==> config.mk <==
export PLATFORM = sky130hd
export DESIGN_NAME = tph_line_if
export DESIGN_NICKNAME = d
export VERILOG_FILES = /design/src/rtl/tph_pkg.sv /design/src/rtl/tph_shifter.sv /design/src/rtl/tph_fire.sv /design/src/rtl/tph_line_timer.sv /design/src/rtl/tph_line_if.sv
export SDC_FILE = /design/constraint.sdc
export NUM_CORES = 1
export LEC_CHECK = 0
export BUFFER_PORTS_ARGS = -buffer_cell sky130_fd_sc_hd__buf_2
export CAP_MARGIN = 20
export CELL_PAD_IN_SITES_DETAIL_PLACEMENT = 1
export CELL_PAD_IN_SITES_GLOBAL_PLACEMENT = 1
export CORE_MARGIN = 2
export CORE_UTILIZATION = 49
export DETAILED_ROUTE_END_ITERATION = 8
export GPL_TIMING_DRIVEN = 0
export PLACE_DENSITY = 0.91
export SETUP_SLACK_MARGIN = 0.2
export SYNTH_ARGS = -nofsm -noshare
export SYNTH_HDL_FRONTEND = slang
export SYNTH_SLANG_ARGS = --single-unit
==> constraint.sdc <==
create_clock -name clk -period 9.2 [get_ports clk]
set_input_delay 0 -clock clk [delete_from_list [all_inputs] [get_ports clk]]
set_output_delay 0 -clock clk [all_outputs]
set_load 0.1 [all_outputs]
==> src/rtl/tph_pkg.sv <==
package tph_pkg;
  typedef enum logic [1:0] {
    ST_IDLE  = 2'd0,
    ST_SHIFT = 2'd1,
    ST_FIRE  = 2'd2,
    ST_WAIT  = 2'd3
  } tph_state_e;
endpackage

==> src/rtl/tph_shifter.sv <==
module tph_shifter #(
  parameter int PIX_W  = 12,
  parameter int ADDR_W = 11,
  parameter int TW     = 16
) (
  input  logic              clk,
  input  logic              rst_n,
  input  logic              go,
  input  logic              run,
  input  logic [PIX_W-1:0]  npix,
  input  logic [TW-1:0]     half,
  input  logic              rd_data,
  output logic [ADDR_W-1:0] rd_addr,
  output logic              sdata,
  output logic              sclk,
  output logic              last
);
  logic [PIX_W-1:0] pix_q, pix_d;
  logic [TW-1:0]    hcnt_q, hcnt_d;
  logic             ph_q, ph_d;
  logic             sd_q, sd_d;
  logic             hend;
  logic [PIX_W-1:0] pix_nxt;

  assign hend    = (hcnt_q == half - TW'(1));
  assign pix_nxt = pix_q + PIX_W'(1);
  assign last    = run && ph_q && hend && (pix_q == npix - PIX_W'(1));
  assign rd_addr = run ? pix_nxt[ADDR_W-1:0] : '0;
  assign sclk    = run && ph_q;
  assign sdata   = sd_q;

  always_comb begin
    pix_d  = pix_q;
    hcnt_d = hcnt_q;
    ph_d   = ph_q;
    sd_d   = sd_q;
    if (go) begin
      pix_d  = '0;
      hcnt_d = '0;
      ph_d   = 1'b0;
      sd_d   = rd_data;
    end else if (run) begin
      if (!hend) begin
        hcnt_d = hcnt_q + TW'(1);
      end else begin
        hcnt_d = '0;
        if (!ph_q) begin
          ph_d = 1'b1;
        end else if (last) begin
          ph_d  = 1'b0;
          pix_d = '0;
        end else begin
          ph_d  = 1'b0;
          pix_d = pix_nxt;
          sd_d  = rd_data;
        end
      end
    end
  end

  always_ff @(posedge clk or negedge rst_n) begin
    if (!rst_n) begin
      pix_q  <= '0;
      hcnt_q <= '0;
      ph_q   <= 1'b0;
      sd_q   <= 1'b0;
    end else begin
      pix_q  <= pix_d;
      hcnt_q <= hcnt_d;
      ph_q   <= ph_d;
      sd_q   <= sd_d;
    end
  end
endmodule

==> src/rtl/tph_fire.sv <==
module tph_fire #(
  parameter int NGRP   = 4,
  parameter int TW     = 16,
  parameter int SLOT_W = 3
) (
  input  logic              clk,
  input  logic              rst_n,
  input  logic              go,
  input  logic              run,
  input  logic              split,
  input  logic [SLOT_W-1:0] ngrp,
  input  logic [TW-1:0]     latw,
  input  logic [TW-1:0]     strw,
  output logic              latch,
  output logic [NGRP-1:0]   strb,
  output logic              last
);
  logic [SLOT_W-1:0] slot_q, slot_d;
  logic [TW-1:0]     cnt_q, cnt_d;
  logic [TW-1:0]     width;
  logic              wend;

  assign width = (slot_q == '0) ? latw : strw;
  assign wend  = (cnt_q == width - TW'(1));
  assign last  = run && wend && (slot_q == ngrp);
  assign latch = run && (slot_q == '0);

  for (genvar g = 0; g < NGRP; g++) begin : g_strb
    assign strb[g] = run && (slot_q == SLOT_W'(g + 1));
  end

  always_comb begin
    slot_d = slot_q;
    cnt_d  = cnt_q;
    if (go) begin
      slot_d = split ? SLOT_W'(1) : '0;
      cnt_d  = '0;
    end else if (run) begin
      if (wend) begin
        cnt_d  = '0;
        slot_d = slot_q + SLOT_W'(1);
      end else begin
        cnt_d = cnt_q + TW'(1);
      end
    end
  end

  always_ff @(posedge clk or negedge rst_n) begin
    if (!rst_n) begin
      slot_q <= '0;
      cnt_q  <= '0;
    end else begin
      slot_q <= slot_d;
      cnt_q  <= cnt_d;
    end
  end
endmodule

==> src/rtl/tph_line_timer.sv <==
module tph_line_timer #(
  parameter int PER_W = 24
) (
  input  logic             clk,
  input  logic             rst_n,
  input  logic             go,
  input  logic             cand,
  input  logic             fire_last,
  input  logic [PER_W-1:0] period,
  output logic             line_end,
  output logic             ovr
);
  logic [PER_W-1:0] cnt_q, cnt_d;
  logic [PER_W-1:0] pm1;
  logic             ovr_q, ovr_d;

  assign pm1      = period - PER_W'(1);
  assign line_end = cand && (cnt_q >= pm1);
  assign ovr      = ovr_q;

  always_comb begin
    cnt_d = cnt_q;
    if (go) begin
      cnt_d = '0;
    end else if (cnt_q != '1) begin
      cnt_d = cnt_q + PER_W'(1);
    end
    ovr_d = ovr_q | (fire_last && (cnt_q > pm1));
  end

  always_ff @(posedge clk or negedge rst_n) begin
    if (!rst_n) begin
      cnt_q <= '0;
      ovr_q <= 1'b0;
    end else begin
      cnt_q <= cnt_d;
      ovr_q <= ovr_d;
    end
  end
endmodule

==> src/rtl/tph_line_if.sv <==
module tph_line_if import tph_pkg::*; #(
  parameter int MAX_PIX = 2048,
  parameter int NGRP    = 4,
  parameter int TW      = 16,
  parameter int PER_W   = 24,
  parameter int PER_MIN = 5000,
  parameter int PER_MAX = 40000,
  localparam int ADDR_W = $clog2(MAX_PIX),
  localparam int PIX_W  = $clog2(MAX_PIX + 1),
  localparam int SLOT_W = $clog2(NGRP + 1)
) (
  input  logic              clk,
  input  logic              rst_n,
  input  logic              start_i,
  input  logic              split_i,
  input  logic [1:0]        grp_sel_i,
  input  logic [PIX_W-1:0]  pix_len_i,
  input  logic [TW-1:0]     half_i,
  input  logic [TW-1:0]     latch_w_i,
  input  logic [TW-1:0]     strb_w_i,
  input  logic [PER_W-1:0]  period_i,
  input  logic              rd_data_i,
  output logic [ADDR_W-1:0] rd_addr_o,
  output logic              sdata_o,
  output logic              sclk_o,
  output logic              latch_o,
  output logic [NGRP-1:0]   strb_o,
  output logic              ovr_o
);
  // Reset: asserted asynchronously, released through two flops
  logic [1:0] rs_q;
  logic       rstn_s;
  always_ff @(posedge clk or negedge rst_n) begin
    if (!rst_n) rs_q <= '0;
    else        rs_q <= {rs_q[0], 1'b1};
  end
  assign rstn_s = rs_q[1];

  tph_state_e st_q, st_d;
  logic pend_q, pend_d;
  logic go, want, fire_go, sh_last, fire_last, line_end, cand;

  // Line configuration captured at line start
  logic [PIX_W-1:0]  npix_q, npix_d;
  logic [TW-1:0]     half_q, half_d, latw_q, latw_d, strw_q, strw_d;
  logic [PER_W-1:0]  per_q, per_d;
  logic [SLOT_W-1:0] ngrp_q, ngrp_d;
  logic              split_q;
  int                gsel;

  always_comb begin
    npix_d = (pix_len_i == '0) ? PIX_W'(1) :
             (pix_len_i > PIX_W'(MAX_PIX)) ? PIX_W'(MAX_PIX) : pix_len_i;
    half_d = (half_i    == '0) ? TW'(1) : half_i;
    latw_d = (latch_w_i == '0) ? TW'(1) : latch_w_i;
    strw_d = (strb_w_i  == '0) ? TW'(1) : strb_w_i;
    per_d  = (period_i < PER_W'(PER_MIN)) ? PER_W'(PER_MIN) :
             (period_i > PER_W'(PER_MAX)) ? PER_W'(PER_MAX) : period_i;
    case (grp_sel_i)
      2'd0:    gsel = 1;
      2'd1:    gsel = 2;
      default: gsel = 4;
    endcase
    ngrp_d = SLOT_W'((gsel < NGRP) ? gsel : NGRP);
  end

  always_ff @(posedge clk or negedge rstn_s) begin
    if (!rstn_s) begin
      npix_q  <= PIX_W'(1);
      half_q  <= TW'(1);
      latw_q  <= TW'(1);
      strw_q  <= TW'(1);
      per_q   <= PER_W'(PER_MIN);
      ngrp_q  <= SLOT_W'(1);
      split_q <= 1'b0;
    end else if (go) begin
      npix_q  <= npix_d;
      half_q  <= half_d;
      latw_q  <= latw_d;
      strw_q  <= strw_d;
      per_q   <= per_d;
      ngrp_q  <= ngrp_d;
      split_q <= split_i;
    end
  end

  // Line sequencing
  assign want    = start_i || pend_q;
  assign cand    = (st_q == ST_WAIT) || ((st_q == ST_FIRE) && fire_last);
  assign go      = want && ((st_q == ST_IDLE) || line_end);
  assign fire_go = (st_q == ST_SHIFT) && sh_last;

  always_comb begin
    st_d   = st_q;
    pend_d = go ? 1'b0 : (pend_q || start_i);
    case (st_q)
      ST_IDLE:  if (go) st_d = ST_SHIFT;
      ST_SHIFT: if (sh_last) st_d = ST_FIRE;
      ST_FIRE: begin
        if (fire_last) begin
          if (line_end) st_d = go ? ST_SHIFT : ST_IDLE;
          else          st_d = ST_WAIT;
        end
      end
      default: if (line_end) st_d = go ? ST_SHIFT : ST_IDLE;
    endcase
  end

  always_ff @(posedge clk or negedge rstn_s) begin
    if (!rstn_s) begin
      st_q   <= ST_IDLE;
      pend_q <= 1'b0;
    end else begin
      st_q   <= st_d;
      pend_q <= pend_d;
    end
  end

  tph_shifter #(.PIX_W(PIX_W), .ADDR_W(ADDR_W), .TW(TW)) u_shift (
    .clk(clk), .rst_n(rstn_s), .go(go), .run(st_q == ST_SHIFT),
    .npix(npix_q), .half(half_q), .rd_data(rd_data_i),
    .rd_addr(rd_addr_o), .sdata(sdata_o), .sclk(sclk_o), .last(sh_last)
  );

  tph_fire #(.NGRP(NGRP), .TW(TW), .SLOT_W(SLOT_W)) u_fire (
    .clk(clk), .rst_n(rstn_s), .go(fire_go), .run(st_q == ST_FIRE),
    .split(split_q), .ngrp(ngrp_q), .latw(latw_q), .strw(strw_q),
    .latch(latch_o), .strb(strb_o), .last(fire_last)
  );

  tph_line_timer #(.PER_W(PER_W)) u_timer (
    .clk(clk), .rst_n(rstn_s), .go(go), .cand(cand), .fire_last(fire_last),
    .period(per_q), .line_end(line_end), .ovr(ovr_o)
  );
endmodule

# Word level (Yosys, flattened, before mapping)
# Cells that the tools add are included.
totals:
  regBits: 167
  in_bits: 91
  output_inout_bits: 19
  elab_cells: 133
classes:
  addsub: 9
  n_lt_le_gt_ge: 6
  eq_ne: 17
  n_mux: 45
  n_bitwise: 1
  reduce_logical: 37
op_table:
  columns: ["operator", "count"]
  rows:
  - ["$mux 16", 10]
  - ["$mux 24", 4]
  - ["$mux 12", 7]
  - ["$logic_not 16->1", 3]
  - ["$add 16x1->16 const B", 2]
  - ["$eq 16x16->1", 2]
  - ["$lt 32x4->1 const B", 1]
  - ["$sub 16x1->16 const B", 2]
  - ["$add 24x1->24 const B", 1]
  - ["$ge 24x24->1", 1]
  - ["$gt 24x16->1 const B", 1]
  - ["$gt 24x24->1", 1]
  - ["$lt 24x13->1 const B", 1]
  - ["$ne 24x24->1 const B", 1]
  - ["$sub 24x1->24 const B", 1]
  - ["$logic_and 1x1->1", 15]
  - ["$add 12x1->12 const B", 1]
  - ["$eq 12x12->1", 1]
  - ["$gt 12x12->1 const B", 1]
  - ["$logic_not 12->1", 1]
  - ["$mux 1", 12]
  - ["$mux 3", 4]
  - ["$reduce_bool 2->1", 6]
  - ["$sub 12x1->12 const B", 1]
  - ["other kinds (20)", 35]

# Longest topological paths before layout
depth:
  ltp_word: 15
  depth_mapped: 21
  depth_no_buf: 19

# Modules after synthesis
# A second synthesis with hierarchy kept.
unflattened:
  cells_unflattened: 1226
  hier_area_um2: 10850.4
by_module_without_submodules:
  columns: ["module", "n_inst", "cells_per_inst", "area_each_um2", "seq_area_each_um2"]
  rows:
  - ["tph_line_if", 1, 395, 3831.2, 2339.7]
  - ["tph_shifter", 1, 313, 2676.3, 750.7]
  - ["tph_line_timer", 1, 272, 2278.4, 625.6]
  - ["tph_fire", 1, 246, 2064.5, 475.5]

# Worst setup path before layout
# OpenSTA, ideal clock, no wires.
synth_path:
  kind: "reg2reg"
  startpoint: "register u_fire.slot_q[0]"
  endpoint: "register half_q[2]"
  setup_ns: 0.117
  arrival_ns: 4.049
  required_time_ns: 9.083
  slack_ns: 5.035
  stages_incl_launch_ff: 21
  path_buffers: 5
  synth_period_minus_slack_ns: 4.165
  path_cell_list: "dfrtp_1 -> inv_1 -> ha_1 -> nor2b_1 -> buf_2 -> buf_6 -> mux2i_1 -> ha_1 -> or3b_2 -> xnor2_1 -> mux2i_1 -> xnor2_1 -> a211oi_1 -> nand4b_1 -> or4b_1 -> buf_2 -> a21o_1 -> buf_2 -> buf_2 -> nand2_1 -> nand2_1"
synth_between:
  elab_chain_len: 11
  word_cells_on_any_way: 12
  cone_classes: "add/sub: 1; eq/ne: 2; mux: 1; reduce/logical: 8"
synth_rtl:
  columns: ["element", "line_no", "text"]
  rows:
  - ["start: declaration", "tph_fire.sv:18", "logic [SLOT_W-1:0] slot_q, slot_d;"]
  - ["start signal: assignment", "tph_fire.sv:53", "slot_q <= slot_d;"]
  - ["$logic_not 3->1", "tph_fire.sv:23", "assign width = (slot_q == '0) ? latw : strw;"]
  - ["$mux 16", "tph_fire.sv:23", null]
  - ["$sub 16x1->16", "tph_fire.sv:24", "assign wend = (cnt_q == width - TW'(1));"]
  - ["$eq 16x16->1", "tph_fire.sv:24", null]
  - ["$logic_and 1x1->1", "tph_fire.sv:25", "assign last = run && wend && (slot_q == ngrp);"]
  - ["$logic_and 1x1->1 (*)", "tph_fire.sv:25", null]
  - ["$logic_and 1x1->1 (*)", "tph_line_if.sv:89", "assign cand = (st_q == ST_WAIT) || ((st_q == ST_FIRE) && fire_last);"]
  - ["$logic_or 1x1->1 (*)", "tph_line_if.sv:89", null]
  - ["$logic_and 1x1->1 (*)", "tph_line_timer.sv:18", "assign line_end = cand && (cnt_q >= pm1);"]
  - ["$logic_or 1x1->1 (*)", "tph_line_if.sv:90", "assign go = want && ((st_q == ST_IDLE) || line_end);"]
  - ["$logic_and 1x1->1 (*)", "tph_line_if.sv:90", null]
  - ["end signal: assignment", "tph_line_if.sv:78", "half_q <= half_d;"]
  - ["end: declaration", "tph_line_if.sv:45", "logic [TW-1:0] half_q, half_d, latw_q, latw_d, strw_q, strw_d;"]
# Mark *: on every way between the ends. The rest lies on a longest branch, timed or not.
# A chain may end at the register's enable or synchronous reset.

# Final worst setup path
layout_path:
  startpoint: "register per_q[2]"
  endpoint: "register ngrp_q[0]"
layout_between:
  elab_chain_len: 5
layout_rtl:
  columns: ["element", "line_no", "text"]
  rows:
  - ["start: declaration", "tph_line_if.sv:46", "logic [PER_W-1:0] per_q, per_d;"]
  - ["start signal: assignment", "tph_line_if.sv:73", "per_q <= PER_W'(PER_MIN);"]
  - ["start signal: assignment", "tph_line_if.sv:81", "per_q <= per_d;"]
  - ["$sub 24x1->24", "tph_line_timer.sv:17", "assign pm1 = period - PER_W'(1);"]
  - ["$ge 24x24->1", "tph_line_timer.sv:18", null]
  - ["$logic_and 1x1->1", "tph_line_timer.sv:18", null]
  - ["$logic_or 1x1->1", "tph_line_if.sv:90", null]
  - ["$logic_and 1x1->1", "tph_line_if.sv:90", null]
  - ["end signal: assignment", "tph_line_if.sv:82", "ngrp_q <= ngrp_d;"]
  - ["end: declaration", "tph_line_if.sv:47", "logic [SLOT_W-1:0] ngrp_q, ngrp_d;"]
# Every way passes these cells.

==> results.md <==
- Slew headroom: between 30% and 40%
- Worst Setup Path Type: reg -> reg
- Clock latency on the worst-skew pair: roughly 460 ps
- Vias in the first global route: 12840
- CP startpoint: per_q[2]
- Syn_area_per_cell: 8.319 µm²
- Port buffer count: 109
- FP Rows: 54
- Die X: 153.0 µm
- Status: finished, final reports clean
- Via density: approximately 6.5
- Fin crit share: a little under three quarters
- Antenna Violating Nets Remaining: 0
- Most common cell in the netlist: nand2_1
- Total gr overflow: 0
- CP endpoint kind: flip-flop
- Tightest Pin Transition: 1005 ps
- Startpoint Class: flip-flop
- Cell taking the most area after synthesis: dfrtp_1
- Clock root cell: clkbuf_16
- RSZ-0062 raised after global routing: false
- # fillers: roughly 2600
- Final hold vios: 0
- Layout net count: 1656
- Die Height: 153.0 µm
- Initial antenna violation count: 2
- Max Slew Vio Count: 0
- GR Util All Layers: 39.42%
- Total Routed Length: around 46000 µm
- Sequential element share of the synthesized area: around 39%
- Tot Pwr: about 3.6 mW
- Worst-path clk slew: roughly 80 ps
- Main synth FF type: dfrtp_1
- Worst r2r path cells: 20
- Share of cells above drive strength 1: approximately an eighth
- Drt initial violations: about 1100
- Final Util: 60.75%
- Mapped cell area: ~11000 µm²
- Placed cells: about 1700
- Initial core utilization: 49.86%
- First drt pass iteration count: 5
- Flop2flop setup slack: ~2600 ps
- Synth area leaders: dfrtp_1, nand2_1, xnor2_1, nor2_1, ha_1
- Setup_tns: 0 ps
- PwrDens: roughly 270 nW/µm²
- FF+latch count, synth: between 150 and 200
- DRC: 0
- CTS tree: done
- First-pass GRT wire length: about 72000 µm
- CP max FO: 10
- Post-synthesis net count: ~1400
- Deepest clock path buffer count: 2
- Commonest cells in the netlist: nand2_1, dfrtp_1, nor2_1
- Final Setup Violations: 0
- Drt wl/cell: approximately 25 µm
- Worst clock skew: ~13 ps
- Largest net degree at the start of global routing: 60
- Synth Instances: 1308
- CP arrival: 7000 ps
- Ports: between 100 and 150
- Depth of the CTS H-tree: 4
- CP endpoint: ngrp_q[0]
- VDD IR max: around 150 µV
- Die Area: approximately 23000 µm²
- Ys Warns: 0
- Post-synth ARST share: between 90% and 100%
- Worst min-delay path class: in -> reg
- DR vias: between 10000 and 15000
- Top-area cell type share of the netlist area: approximately 36%
- Max-cap violation count: 0
- R2r startpoint: per_q[2]
- Total CTS buffers: 17
- Core area: roughly 22000 µm²
- Setup Buffers After CTS: 0
- Crit path time final: approximately 6600 ps
- Distinct cells, synth: between 60 and 70
- CTS sink cnt: roughly 170
- Fmax: ~0.15 GHz
- Layout Cells excl Fill: approximately 1800
- Reg2reg end: ngrp_q[0]
- Worst Path Required: between 9000 and 10000 ps
- EDFF count, synth: 0
- DP Wirelength: ~26000 µm
- Routability congestion estimate: 0.8795
- Area delta synth->final: 21.83%
- Static Leak: between 6 and 7 nW
## cell families (layout without fill, tap and decap cells)
family                   count (synthesis)  after routing  synth area share [%]
AO/OA/AOI/OAI                          201            201                 11.27
XOR/XNOR                               107            107                 8.612
adder cells (fa/ha/maj)                 41             41                 4.714
buffers and inverters                   80            309                 3.265
flip-flops                             167            167                 38.52
multiplexers                            30             30                 2.817
other                                    1              3               0.03446
AND/OR/NAND/NOR                        681            681                 30.77
## layout by cell type, fill, tap and decap left out, types with 32 or more instances in the layout
cell type and instances:
nor2_1 142, nand3_1 42, clkbuf_1 32, a21oi_1 59
nand2_1 247, ha_1 41, xnor2_1 71, buf_2 129
xor2_1 36, o21ai_0 70, nor3_1 34, nor4_1 33
dfrtp_1 156, dlygate4sd3_1 85
## per-stage QoR
stage | cell area [µm²] | hold slack (ps) | worst slack (ps)
detailed placement | 11840 | -211.8 | 3713
global placement | 11780 | -215.2 | 2125
CTS | 13250 | 114.5 | 3040
floorplan | 10880 | -295.6 | 4220
global route | 13260 | 156.4 | 2106
finish | 13260 | 114.2 | 2589
## report_power, final
| part | internal, mW | switching (mW) | total [mW] |
|---|---|---|---|
| logic | 0.571 | 1.15 | 1.73 |
| registers | 0.924 | 0.253 | 1.18 |
| clock network | 0.372 | 0.361 | 0.733 |
## how the worst min path moves through the flow
stage,startpoint,cells after the start,end,slack (ps)
global route,period_i[21],6,per_q[8],160
detailed placement,rst_n,1,rs_q[0],-210
global placement,rst_n,1,rs_q[0],-220
floorplan,rst_n,0,rs_q[0],-300
CTS,period_i[17],6,per_q[8],110
finish,period_i[21],6,per_q[8],110
## per-layer routing
metal | vias up | global-route usage [%] | part of all wire [%]
li1 | 4995 | - | -
met1 | 5821 | 47.16 | 38
met2 | 751 | 63.95 | 47
met3 | 265 | 7.825 | 7.9
met4 | 0 | 27.43 | 7.2
met5 | - | 0 | 0
## area by class of cell
class	count	area, µm²	area share [%]
Antenna cell	2	5.005	0.03775
Buffer	57	269.0	2.029
Clock buffer	21	470.5	3.549
Clock inverter	11	87.58	0.6606
Inverter	23	86.33	0.6512
Multi-Input combinational cell	1061	6335	47.78
Sequential cell	167	4195	31.64
Tap cell	280	350.3	2.643
Timing Repair Buffer	197	1459	11.00
## critical path: stages (launching register included)
cell and delay, ps:
dfrtp_1 440, nor2_1 170, nand3_1 130, or3_1 370, nor4_1 650, nand2_1 330, nor4_1 440, xnor2_1 210
ha_1 320, a211oi_1 320, o21ai_0 200, o2111ai_1 160, nand3_1 130, a21oi_1 490, inv_1 150, o22ai_1 400
a21o_1 210, clkbuf_1 590, nand2_1 140, o31ai_1 90, dlygate4sd3_1 600
## sequential cells by signal, summed over array words and instances (netlist names), 3 cells and up
signal          count
half_q             16
latw_q             16
ngrp_q              3
npix_q             12
per_q              24
strw_q             16
u_fire.cnt_q       16
u_fire.slot_q       3
u_shift.hcnt_q     16
u_shift.pix_q      12
u_timer.cnt_q      24
## what timing repair did
action | 4_1_cts | 5_1_grt
endpoints found under the hold margin | 83 | 0
resized for setup | 0 | 0
hold buffers | 85 | 0
Power figures use the tool's default switching activity.
